**src/rtl/sar_port_pkg.sv**
```systemverilog
package sar_port_pkg;
    typedef enum logic [1:0] {
        ST_IDLE  = 2'd0,
        ST_SLEEP = 2'd1,
        ST_SHIFT = 2'd2,
        ST_TAIL  = 2'd3
    } port_state_t;
endpackage

```
**src/rtl/sar_edge_det.sv**
```systemverilog
module sar_edge_det #(
    parameter logic RST_VAL = 1'b1
) (
    input  logic clk,
    input  logic rst_n,
    input  logic din,
    output logic fell,
    output logic rose
);
    logic din_q;

    always_ff @(posedge clk or negedge rst_n) begin
        if (!rst_n) din_q <= RST_VAL;
        else        din_q <= din;
    end

    assign fell = din_q & ~din;
    assign rose = ~din_q & din;
endmodule

```
**src/rtl/sar_edge_cnt.sv**
```systemverilog
module sar_edge_cnt #(
    parameter int LIMIT = 16,
    parameter int CW    = $clog2(LIMIT + 1)
) (
    input  logic          clk,
    input  logic          rst_n,
    input  logic          clr,
    input  logic          inc,
    output logic [CW-1:0] count
);
    localparam logic [CW-1:0] TOP = CW'(LIMIT);

    always_ff @(posedge clk or negedge rst_n) begin
        if (!rst_n)                   count <= '0;
        else if (clr)                 count <= '0;
        else if (inc && count != TOP) count <= count + 1'b1;
    end
endmodule

```
**src/rtl/sar_shift_out.sv**
```systemverilog
module sar_shift_out #(
    parameter int RES_W  = 12,
    parameter int LEAD_Z = 4
) (
    input  logic             clk,
    input  logic             rst_n,
    input  logic             load,
    input  logic             shift,
    input  logic [RES_W-1:0] sample,
    output logic             msb
);
    localparam int FW = RES_W + LEAD_Z;
    logic [FW-1:0] word;

    always_ff @(posedge clk or negedge rst_n) begin
        if (!rst_n)     word <= '0;
        else if (load)  word <= {{LEAD_Z{1'b0}}, sample};
        else if (shift) word <= {word[FW-2:0], 1'b0};
    end

    assign msb = word[FW-1];
endmodule

```
**src/rtl/sar_port_ctrl.sv**
```systemverilog
module sar_port_ctrl
    import sar_port_pkg::*;
#(
    parameter int RES_W       = 12,
    parameter int LEAD_Z      = 4,
    parameter int PD_ENTER    = 2,
    parameter int PD_EXIT     = 10,
    parameter int TRACK_AFTER = 13
) (
    input  logic             clk,
    input  logic             rst_n,
    input  logic             cs_n,
    input  logic             sclk,
    input  logic [RES_W-1:0] sample,
    output logic             sdo,
    output logic             sdo_oe,
    output logic             hold,
    output logic             pd_mode,
    output logic             frame_valid
);
    localparam int FRAME_LEN = RES_W + LEAD_Z;
    localparam int CW        = $clog2(FRAME_LEN + 1);
    localparam logic [CW-1:0] ENTER_C = CW'(PD_ENTER);
    localparam logic [CW-1:0] EXIT_C  = CW'(PD_EXIT);
    localparam logic [CW-1:0] TRACK_C = CW'(TRACK_AFTER);
    localparam logic [CW-1:0] LAST_C  = CW'(FRAME_LEN - 1);

    port_state_t    state, state_nx;
    logic           pd_q, pd_nx;
    logic           hold_q, fv_q, wake_q;
    logic           cs_fell, cs_rose, sc_fell, sc_rose;
    logic [CW-1:0]  cnt;
    logic           in_frame, start, shift_en, last_edge, word_msb;

    sar_edge_det #(.RST_VAL(1'b1)) u_cs_edge (
        .clk(clk), .rst_n(rst_n), .din(cs_n), .fell(cs_fell), .rose(cs_rose)
    );

    sar_edge_det #(.RST_VAL(1'b1)) u_sclk_edge (
        .clk(clk), .rst_n(rst_n), .din(sclk), .fell(sc_fell), .rose(sc_rose)
    );

    assign in_frame  = (state == ST_SHIFT) || (state == ST_TAIL);
    assign start     = cs_fell && !in_frame;
    assign shift_en  = (state == ST_SHIFT) && sc_fell && !cs_rose;
    assign last_edge = shift_en && (cnt == LAST_C);

    sar_edge_cnt #(.LIMIT(FRAME_LEN), .CW(CW)) u_cnt (
        .clk(clk), .rst_n(rst_n), .clr(start || cs_rose), .inc(shift_en), .count(cnt)
    );

    sar_shift_out #(.RES_W(RES_W), .LEAD_Z(LEAD_Z)) u_shift (
        .clk(clk), .rst_n(rst_n), .load(start), .shift(shift_en),
        .sample(sample), .msb(word_msb)
    );

    // Mode chosen by the release point (edge count when the select rises)
    function automatic logic mode_after_release(input logic pd, input logic [CW-1:0] c);
        if (pd) return (c < EXIT_C);
        return (c >= ENTER_C) && (c < EXIT_C);
    endfunction

    always_comb begin
        state_nx = state;
        pd_nx    = pd_q;
        unique case (state)
            ST_IDLE:  if (cs_fell) state_nx = ST_SHIFT;
            ST_SLEEP: if (cs_fell) state_nx = ST_SHIFT;
            ST_SHIFT, ST_TAIL: begin
                if (cs_rose) begin
                    pd_nx    = mode_after_release(pd_q, cnt);
                    state_nx = pd_nx ? ST_SLEEP : ST_IDLE;
                end else if (last_edge) begin
                    state_nx = ST_TAIL;
                end
            end
        endcase
    end

    always_ff @(posedge clk or negedge rst_n) begin
        if (!rst_n) begin
            state <= ST_IDLE;
            pd_q  <= 1'b0;
        end else begin
            state <= state_nx;
            pd_q  <= pd_nx;
        end
    end

    always_ff @(posedge clk or negedge rst_n) begin
        if (!rst_n) begin
            hold_q <= 1'b0;
            fv_q   <= 1'b0;
            wake_q <= 1'b0;
        end else if (start) begin
            hold_q <= 1'b1;
            fv_q   <= ~pd_q;
            wake_q <= pd_q;
        end else if (cs_rose) begin
            hold_q <= 1'b0;
        end else if (in_frame && hold_q) begin
            if (wake_q && (sc_fell || sc_rose))
                hold_q <= 1'b0;
            else if (!wake_q && sc_rose && cnt >= TRACK_C)
                hold_q <= 1'b0;
        end
    end

    always_comb begin
        sdo_oe = 1'b0;
        sdo    = 1'b0;
        unique case (state)
            ST_SHIFT: begin
                sdo_oe = 1'b1;
                sdo    = word_msb;
            end
            ST_IDLE, ST_SLEEP, ST_TAIL: begin
                sdo_oe = 1'b0;
                sdo    = 1'b0;
            end
        endcase
    end

    assign hold        = hold_q;
    assign pd_mode     = pd_q;
    assign frame_valid = fv_q;
endmodule

```
**config.mk**
```make
export PLATFORM = sky130hd
export DESIGN_NAME = sar_port_ctrl
export DESIGN_NICKNAME = d
export VERILOG_FILES = /design/src/rtl/sar_port_pkg.sv /design/src/rtl/sar_edge_det.sv /design/src/rtl/sar_edge_cnt.sv /design/src/rtl/sar_shift_out.sv /design/src/rtl/sar_port_ctrl.sv
export SDC_FILE = /design/constraint.sdc
export NUM_CORES = 1
export LEC_CHECK = 0
export BUFFER_PORTS_ARGS = -buffer_cell sky130_fd_sc_hd__buf_4
export CORE_MARGIN = 4
export CORE_UTILIZATION = 50
export DETAILED_ROUTE_END_ITERATION = 6
export PLACE_DENSITY = 0.71
export SLEW_MARGIN = 0
export SYNTH_ARGS = -nofsm -noshare
export SYNTH_HDL_FRONTEND = slang
export SYNTH_SLANG_ARGS = --single-unit
```
**constraint.sdc**
```tcl
create_clock -name clk -period 2.3 [get_ports clk]
set_input_delay 0.69 -clock clk [delete_from_list [all_inputs] [get_ports clk]]
set_output_delay 0.69 -clock clk [all_outputs]
set_load 0.05 [all_outputs]
```
==> results.toml, run 1 <==
[status]
status = "complete, no violations"

[detailed_routing]
vias = 1140
routed_wl_um = 3130
drc = 0
detail-route-antenna-nets = 0
first_iter_violations = 32
dr_wl_met2_um = 1430
drtPass1Iterations = 5
via_per_inst = 5.85
wl_per_cell_um = 16.1
wl_met1_um = 1500
dr_wl_met3_um = 153
top_layer = "met4"

[timing]
max_slew_margin_pct = 60.1
finClkSkew_ns = 0.0104
rsz0062_at_grt = "false"
final-setup-viol-count = 0
fin_crit_ns = 2.14
finalHoldViolCount = 0
fin_setup_tns_ns = 0
max_slew.worst_pin.slew_ns = 0.598
period_share_pct = 92.9
finalMaxSlewViolations = 0
fmax_mhz = 468

[power]
power_uw = 1360
internal_power_uw = 923
irDropWorstVdd_mv = 0.588
power.net_switching_uw = 434
clkPwrFrac_pct = 26.1
comb_power_share_pct = 23.8
sw_frac_of_total_pct = 32.0
power_leakage_uw = 0.000829
power_frac_seq_pct = 50.1
p_per_area_nw_per_um2 = 794

[clock_tree]
post_cts.repair.setup_buffers = 0
cts_buffers = 5
clockBufferDepth = 2
htreeDepth = 2
cts_tree = "done"
clock_latency_ns = 0.33
clkTransAtPathRegs_ns = 0.10
ctsResizeCount = 0
ctsHoldBuffers = 0
cts_root_buf = "clkbuf_4"
cts.sinks = 29

[floorplan]
die_h_um = 62.1
die_area_um2 = 3860
rows = 19
die_w_um = 62.1
initial_core_util_pct = 52.6
io_pins = 21
core_area_um2 = 2780

[worst_setup_path]
path_delay_family = "flip-flops"
crit_cells = 3
crit_path_end = "sdo"
worstPathArrival_ns = 1.45
crit_path_max_incr_delay_ns = 0.53
crit_buf_inv = 1
slowest_stage = "dfrtp_1"
worst-r2r-cell-count = 5
endpoint_kind = "output port"
crit_chain = "nor2b_2 > and2_1 > buf_4"
reg2reg_from = "u_cnt.count[0]"
crit_start = "state[1]"
timing.rr.end = "pd_mode"
path_class = "reg -> out"
cp_max_fo = 11
start_kind = "register"
critPathRequiredTime_ns = 1.61
rrSetupSlack_ns = 0.44

[yosys]
netlist_area_um2 = 1460
synth_top_family_by_area = "simple AND/OR/NAND/NOR gates"
seq_area_frac_synth_pct = 49.7
synth_fa_ha_area_share_pct = 6.67
synth.area.top_cells = "dfrtp_1, a221o_1, ha_1, nand2_1, and3_1"
yosys-top-cells-count = "dfrtp_1, nand2_1, nand3_1, and3_1, a221o_1"
yosys.area_share.simple_pct = 21.5
yosysMostFrequentCell = "dfrtp_1"
synth_top_area_share_pct = 46.2
synth_area_leader_cell = "dfrtp_1"
syn_nets = 164
synthArstFlopShare_pct = 100
synth_xor_area_share_pct = 0
ys_seq_elements = 29
synthCells = 141
synthFlopType = "dfrtp_1"
muxShareOfSynthArea_pct = 3.50
yosysWarnings = 0
synth_compound_area_share_pct = 14.4
avgSynthCellArea_um2 = 10.4
yosysUniqueCellTypes = 35
synth_edf_count = 0

[layout]
final_core_utilization_pct = 61.4
nNetsFinal = 186
n_antenna_cell = 0
layout.cells.non_filler = 195
area_growth_syn_to_layout_pct = 16.8
drive_gt1_share_pct = 23.2

[global_route]
grt_pass1_vias = 1144
grt_max_degree = 30
antenna_found_initial = 0
gr-total-overflow = 0
grt_usage_pct = 17.8
grt_pass1_wl_um = 5440

[placed_design]
dpl.hpwl_um = 2170
gp_congestion = 0.780
portBuffers = 20
place_inst = 187

[hold_path]
hold_class = "in -> async"

[run]
drv_cap = 0
## metrics by stage
step / setup WS, ns / area [µm²] / hold WS, ns
6_report: 0.163 / 1710 / 0.256
5_1_grt: 0.0911 / 1710 / 0.276
4_1_cts: 0.166 / 1710 / 0.269
3_5_place_dp: 0.182 / 1640 / 0.490
2_1_floorplan: 0.107 / 1470 / 0.394
3_3_place_gp: 0.205 / 1640 / 0.471
## worst reg2reg max path, cell delays in order, from the launching register on
cell and delay (ns):
dfrtp_1 0.46, inv_1 0.10, ha_1 0.19, or4_1 0.51, o211a_1 0.23, mux2_2 0.26
## final cells by class
class                      instances  area [µm²]
inverter                           6        22.5
tap                               31        38.8
clock buffer                       7        65.1
multi-input combinational         98         677
fill                             233        1070
timing repair buffer              23         173
sequential                        29         728
clock inverter                     1        5.00
## power groups by stage
| stage | logic [µW] | registers [µW] | clock network [µW] |
|---|---|---|---|
| after global routing | 353 | 692 | 395 |
| after CTS | 325 | 678 | 366 |
| after global placement | 316 | 684 | 0 |
| after floorplan | 168 | 727 | 0 |
| final | 323 | 680 | 354 |
| after detailed placement | 324 | 687 | 0 |
## worst min path at each step
stage / from / to / slack [ns] / cells after the start
finish: rst_n / u_shift.word[5] / 0.26 / 1
global route: rst_n / u_shift.word[3] / 0.28 / 1
CTS: rst_n / u_shift.word[6] / 0.27 / 1
detailed placement: u_shift.word[9] / u_shift.word[9] / 0.49 / 1
global placement: frame_valid / frame_valid / 0.47 / 2
floorplan: rst_n / frame_valid / 0.39 / 0
## flip-flops by register name, summed over array words and instances (netlist names)
register / count
u_cnt.count: 5
u_shift.word: 16
u_sclk_edge.din_q: 1
u_cs_edge.din_q: 1
hold: 1
frame_valid: 1
state: 2
pd_mode: 1
wake_q: 1
## placed cells by master, fill, tap and decap left out, types with 2 or more instances in the layout
cell / count
dfstp_2: 2
nor2_1: 2
a221o_1: 9
nand2_1: 17
and3_1: 10
nand3_1: 11
inv_1: 6
a21oi_1: 3
clkbuf_4: 5
o21ai_1: 7
clkbuf_8: 2
o211ai_1: 3
mux2i_1: 4
nor4_1: 2
buf_4: 23
ha_1: 7
dfrtp_1: 27
nand4_1: 2
nor2b_1: 2
o21ai_0: 2
## cell families (layout without fill, tap and decap cells)
kind of cell,count (synthesis),count (layout)
buf+inv,14,37
flops,29,29
fa+ha+maj,8,8
simple gates,57,57
mux,5,5
compound gates,28,28
## metal layers
layer	vias to the layer above	GRT usage [%]
met4	0	7.32
met3	5	6.49
met1	548	23.5
met2	26	26.4
met5	-	0
li1	561	-
No activity file was read; power rests on OpenSTA's default activity.
==> run 2, diff against run 1 <==
--- a/config.mk
+++ b/config.mk
@@ -7,9 +7,9 @@
 export LEC_CHECK = 0
 export BUFFER_PORTS_ARGS = -buffer_cell sky130_fd_sc_hd__buf_4
 export CORE_MARGIN = 4
-export CORE_UTILIZATION = 50
+export CORE_UTILIZATION = 55
 export DETAILED_ROUTE_END_ITERATION = 6
-export PLACE_DENSITY = 0.71
+export PLACE_DENSITY = 0.77
 export SLEW_MARGIN = 0
 export SYNTH_ARGS = -nofsm -noshare
 export SYNTH_HDL_FRONTEND = slang
==> results.toml, run 2 (synthesis results as in run 1) <==
[detailed_routing]
via_per_inst = 5.87
drc = 0
drtPass1Iterations = 4
detail-route-antenna-nets = 0
wl_per_cell_um = 16.1
vias = 1139
routed_wl_um = 3120
first_iter_violations = 37

[clock_tree]
cts_tree = "done"
cts_buffers = 5
htreeDepth = 2
ctsHoldBuffers = 0
clock_latency_ns = 0.34
ctsResizeCount = 0
clkTransAtPathRegs_ns = 0.10
cts.sinks = 29
cts_root_buf = "clkbuf_4"
clockBufferDepth = 2
post_cts.repair.setup_buffers = 0

[layout]
nNetsFinal = 186
layout_common_cells = "dfrtp_1, buf_4, nand2_1"
final_core_utilization_pct = 67.6
largest_reg_flops = 16
n_antenna_cell = 0
drive_gt1_share_pct = 22.6
largest_registers = "u_shift.word (16), u_cnt.count (5), state (2)"
postLayoutCellArea_um2 = 1690
regMostFlops = "u_shift.word"
area_growth_syn_to_layout_pct = 15.4
mostFrequentLayoutCell = "dfrtp_1"
nFillCells = 201

[timing]
rsz0062_at_grt = "false"
finClkSkew_ns = 0.0108
finalMaxSlewViolations = 0
finalHoldViolCount = 0
fmax_mhz = 469
fin_setup_tns_ns = 0
max_slew_margin_pct = 66.2
final-setup-viol-count = 0
max_slew.worst_pin.slew_ns = 0.505
fin_crit_ns = 2.13
period_share_pct = 92.7

[worst_setup_path]
start_kind = "register"
worst-r2r-cell-count = 5
critPathRequiredTime_ns = 1.61
path_class = "reg -> out"
endpoint_kind = "output port"
reg2reg_from = "u_cnt.count[0]"
timing.rr.end = "pd_mode"
worstPathArrival_ns = 1.44
rrSetupSlack_ns = 0.42
cp_max_fo = 11

[status]
status = "complete, no violations"

[placed_design]
dpl.hpwl_um = 2120
gp_congestion = 0.877
postPlaceCellArea_um2 = 1640
portBuffers = 20

[global_route]
grt_usage_pct = 20.5
grt_pass1_wl_um = 5260
antenna_found_initial = 0
grt_pass1_vias = 1114
grt_max_degree = 30
gr-total-overflow = 0

[power]
comb_power_share_pct = 24.7
power.net_switching_uw = 442
irDropWorstVdd_mv = 0.620
power_leakage_uw = 0.000819
sw_frac_of_total_pct = 33.9
clkPwrFrac_pct = 23.2
p_per_area_nw_per_um2 = 772
power_frac_seq_pct = 52.0
internal_power_uw = 862

[floorplan]
die_area_um2 = 3550
io_pins = 21
core_area_um2 = 2500
initial_core_util_pct = 58.6
rows = 18
die_w_um = 59.6
die_h_um = 59.6

[run]
drv_cap = 0

[hold_path]
hold_class = "in -> async"
==> run 2: cell types whose count changed in the layout (fill, tap and decap cells not counted) <==
cell      change
clkinv_2      +1
clkbuf_8      -2
clkbuf_1      +1
==> run 2: how the worst max path moves through the flow <==
stage,startpoint,end,depth (start not counted)
after floorplan,state[1],sdo,3
after global placement,sclk,u_shift.word[10],7
after detailed placement,sclk,u_shift.word[11],7
after CTS,state[1],sdo,3
after global routing,state[1],sdo,3
final,state[1],sdo,3
==> run 2: worst max-delay path: stages, from the launching register on <==
cell,delay (ns)
dfrtp_1,0.55
nor2b_2,0.24
and2_1,0.13
buf_4,0.19
==> run 2: per-stage QoR <==
step | power [µW] | hold slack, ns | worst slack, ns | instances
CTS | 1310 | 0.255 | 0.144 | 194
detailed placement | 1010 | 0.477 | 0.164 | 186
floorplan | 895 | 0.394 | 0.107 | 141
global route | 1370 | 0.264 | 0.0779 | 194
finish | 1300 | 0.251 | 0.168 | 194
global placement | 997 | 0.472 | 0.222 | 186
==> run 2: power groups by stage <==
stage	clock network, µW	registers, µW	logic (µW)
floorplan	0	727	168
global placement	0	682	314
detailed placement	0	685	325
CTS	308	677	326
global route	327	689	354
finish	303	679	323
==> run 2: final cells by class <==
type | instances | area [µm²] | share of cell area (%)
inverter | 6 | 22.5 | 1.33
clock buffer | 6 | 41.3 | 2.44
timing repair buffer | 23 | 173 | 10.2
sequential | 29 | 728 | 43.1
clock inverter | 2 | 10.0 | 0.593
tap | 30 | 37.5 | 2.22
multi-input combinational | 98 | 677 | 40.1
==> run 2: per-layer routing <==
layer	GRT usage [%]	routed length [µm]
met1	26.7	1420
met2	31.4	1490
met3	7.19	154
met4	7.59	57
met5	0	0
==> run 3, diff against run 2 <==
--- a/config.mk
+++ b/config.mk
@@ -9,7 +9,7 @@
 export CORE_MARGIN = 4
 export CORE_UTILIZATION = 55
 export DETAILED_ROUTE_END_ITERATION = 6
-export PLACE_DENSITY = 0.77
+export PLACE_DENSITY_LB_ADDON = 0.1
 export SLEW_MARGIN = 0
 export SYNTH_ARGS = -nofsm -noshare
 export SYNTH_HDL_FRONTEND = slang
==> results.toml, run 3 (synthesis results as in run 1) <==
[status]
status = "complete, no violations"

[worst_setup_path]
worstPathArrival_ns = 1.45
cp_max_fo = 11
crit_start = "state[1]"
crit_path_end = "sdo"
critPathRequiredTime_ns = 1.61
rrSetupSlack_ns = 0.36
reg2reg_from = "u_cnt.count[0]"
endpoint_kind = "output port"
start_kind = "register"
worst-r2r-cell-count = 5
path_class = "reg -> out"
timing.rr.end = "state[0]"

[layout]
nFillCells = 209
final-seq-area_um2 = 728
mostFrequentLayoutCell = "dfrtp_1"
regMostFlops = "u_shift.word"
nNetsFinal = 186
largest_registers = "u_shift.word (16), u_cnt.count (5), state (2)"
multi_input_area_um2 = 677
postLayoutCellArea_um2 = 1710
area_growth_syn_to_layout_pct = 16.7
largest_reg_flops = 16
layout_common_cells = "dfrtp_1, buf_4, nand2_1"
drive_gt1_share_pct = 23.2
n_antenna_cell = 0

[global_route]
grt_max_degree = 30
grt_pass1_vias = 1205
gr-total-overflow = 0
antenna_found_initial = 0
grt_pass1_wl_um = 5580
grt_usage_pct = 21.8

[floorplan]
io_pins = 21
core_area_um2 = 2500
die_h_um = 59.6
rows = 18
die_w_um = 59.6
initial_core_util_pct = 58.6
die_area_um2 = 3550

[placed_design]
dpl.hpwl_um = 2140
postPlaceCellArea_um2 = 1640
gp_congestion = 0.786
portBuffers = 20

[detailed_routing]
drtPass1Iterations = 4
wl_per_cell_um = 16.4
detail-route-antenna-nets = 0
via_per_inst = 6.01
first_iter_violations = 74
vias = 1165
routed_wl_um = 3190
drc = 0

[hold_path]
hold_class = "in -> async"

[clock_tree]
cts_root_buf = "clkbuf_4"
clock_latency_ns = 0.34
cts_tree = "done"
post_cts.repair.setup_buffers = 0
clkTransAtPathRegs_ns = 0.10
ctsHoldBuffers = 0
htreeDepth = 2
cts_buffers = 5
cts.sinks = 29
clockBufferDepth = 2
ctsResizeCount = 0

[power]
irDropWorstVdd_mv = 0.648
comb_power_share_pct = 23.8
power_frac_seq_pct = 49.7
power_leakage_uw = 0.000829
internal_power_uw = 923
power.net_switching_uw = 445
p_per_area_nw_per_um2 = 801
sw_frac_of_total_pct = 32.5
clkPwrFrac_pct = 26.5

[timing]
rsz0062_at_grt = "false"
period_share_pct = 93.3
fin_crit_ns = 2.14
fin_setup_tns_ns = 0
finClkSkew_ns = 0.00940
max_slew.worst_pin.slew_ns = 0.521
final-setup-viol-count = 0
fmax_mhz = 466
finalMaxSlewViolations = 0
worst_hold_slack_ns = 0.260
finalHoldViolCount = 0
max_slew_margin_pct = 65.2

[run]
drv_cap = 0
-- run 3: changes by cell type in the layout (fill, tap and decap cells not counted) --
cell	before	now
clkinv_2	2	1
clkbuf_1	1	0
clkbuf_8	0	2
-- run 3: how the worst min path moves through the flow --
stage                   to  slack, ns  cells past startpoint
2_1_floorplan  frame_valid       0.39                      0
3_3_place_gp   frame_valid       0.47                      2
3_5_place_dp   frame_valid       0.48                      2
4_1_cts               hold       0.25                      1
5_1_grt             wake_q       0.25                      1
6_report            wake_q       0.26                      1
-- run 3: final cells by class --
| cell class | count | area share [%] |
|---|---|---|
| clock inverter | 1 | 0.293 |
| inverter | 6 | 1.32 |
| timing repair buffer | 23 | 10.1 |
| clock buffer | 7 | 3.81 |
| multi-input combinational | 98 | 39.6 |
| sequential | 29 | 42.6 |
| tap | 30 | 2.20 |
-- run 3: per-layer routing --
layer	part of all wire [%]	global-route usage, %
met1	44	27.8
met2	48	32.6
met3	4.9	7.63
met4	2.7	11.1
met5	0	0
-- run 3: metrics by stage --
step | utilization, % | setup WS (ns) | instances | total power, µW
after floorplan | - | 0.107 | 141 | 895
after global placement | 65.5 | 0.221 | 186 | 1000
after detailed placement | 65.5 | 0.161 | 186 | 1010
after CTS | 68.3 | 0.131 | 194 | 1380
after global routing | 68.3 | 0.0400 | 194 | 1450
final | 68.3 | 0.155 | 194 | 1370
-- run 3: worst max-delay path, cell delays in order (launching register included) --
cell and delay [ns]:
dfrtp_1 0.54, nor2b_2 0.25, and2_1 0.14, buf_4 0.19
-- run 3: power by group through the flow --
stage	clock network [µW]	logic [µW]	registers (µW)
finish	363	325	679
global route	402	355	692
CTS	376	329	677
detailed placement	0	327	686
global placement	0	318	683
floorplan	0	168	727
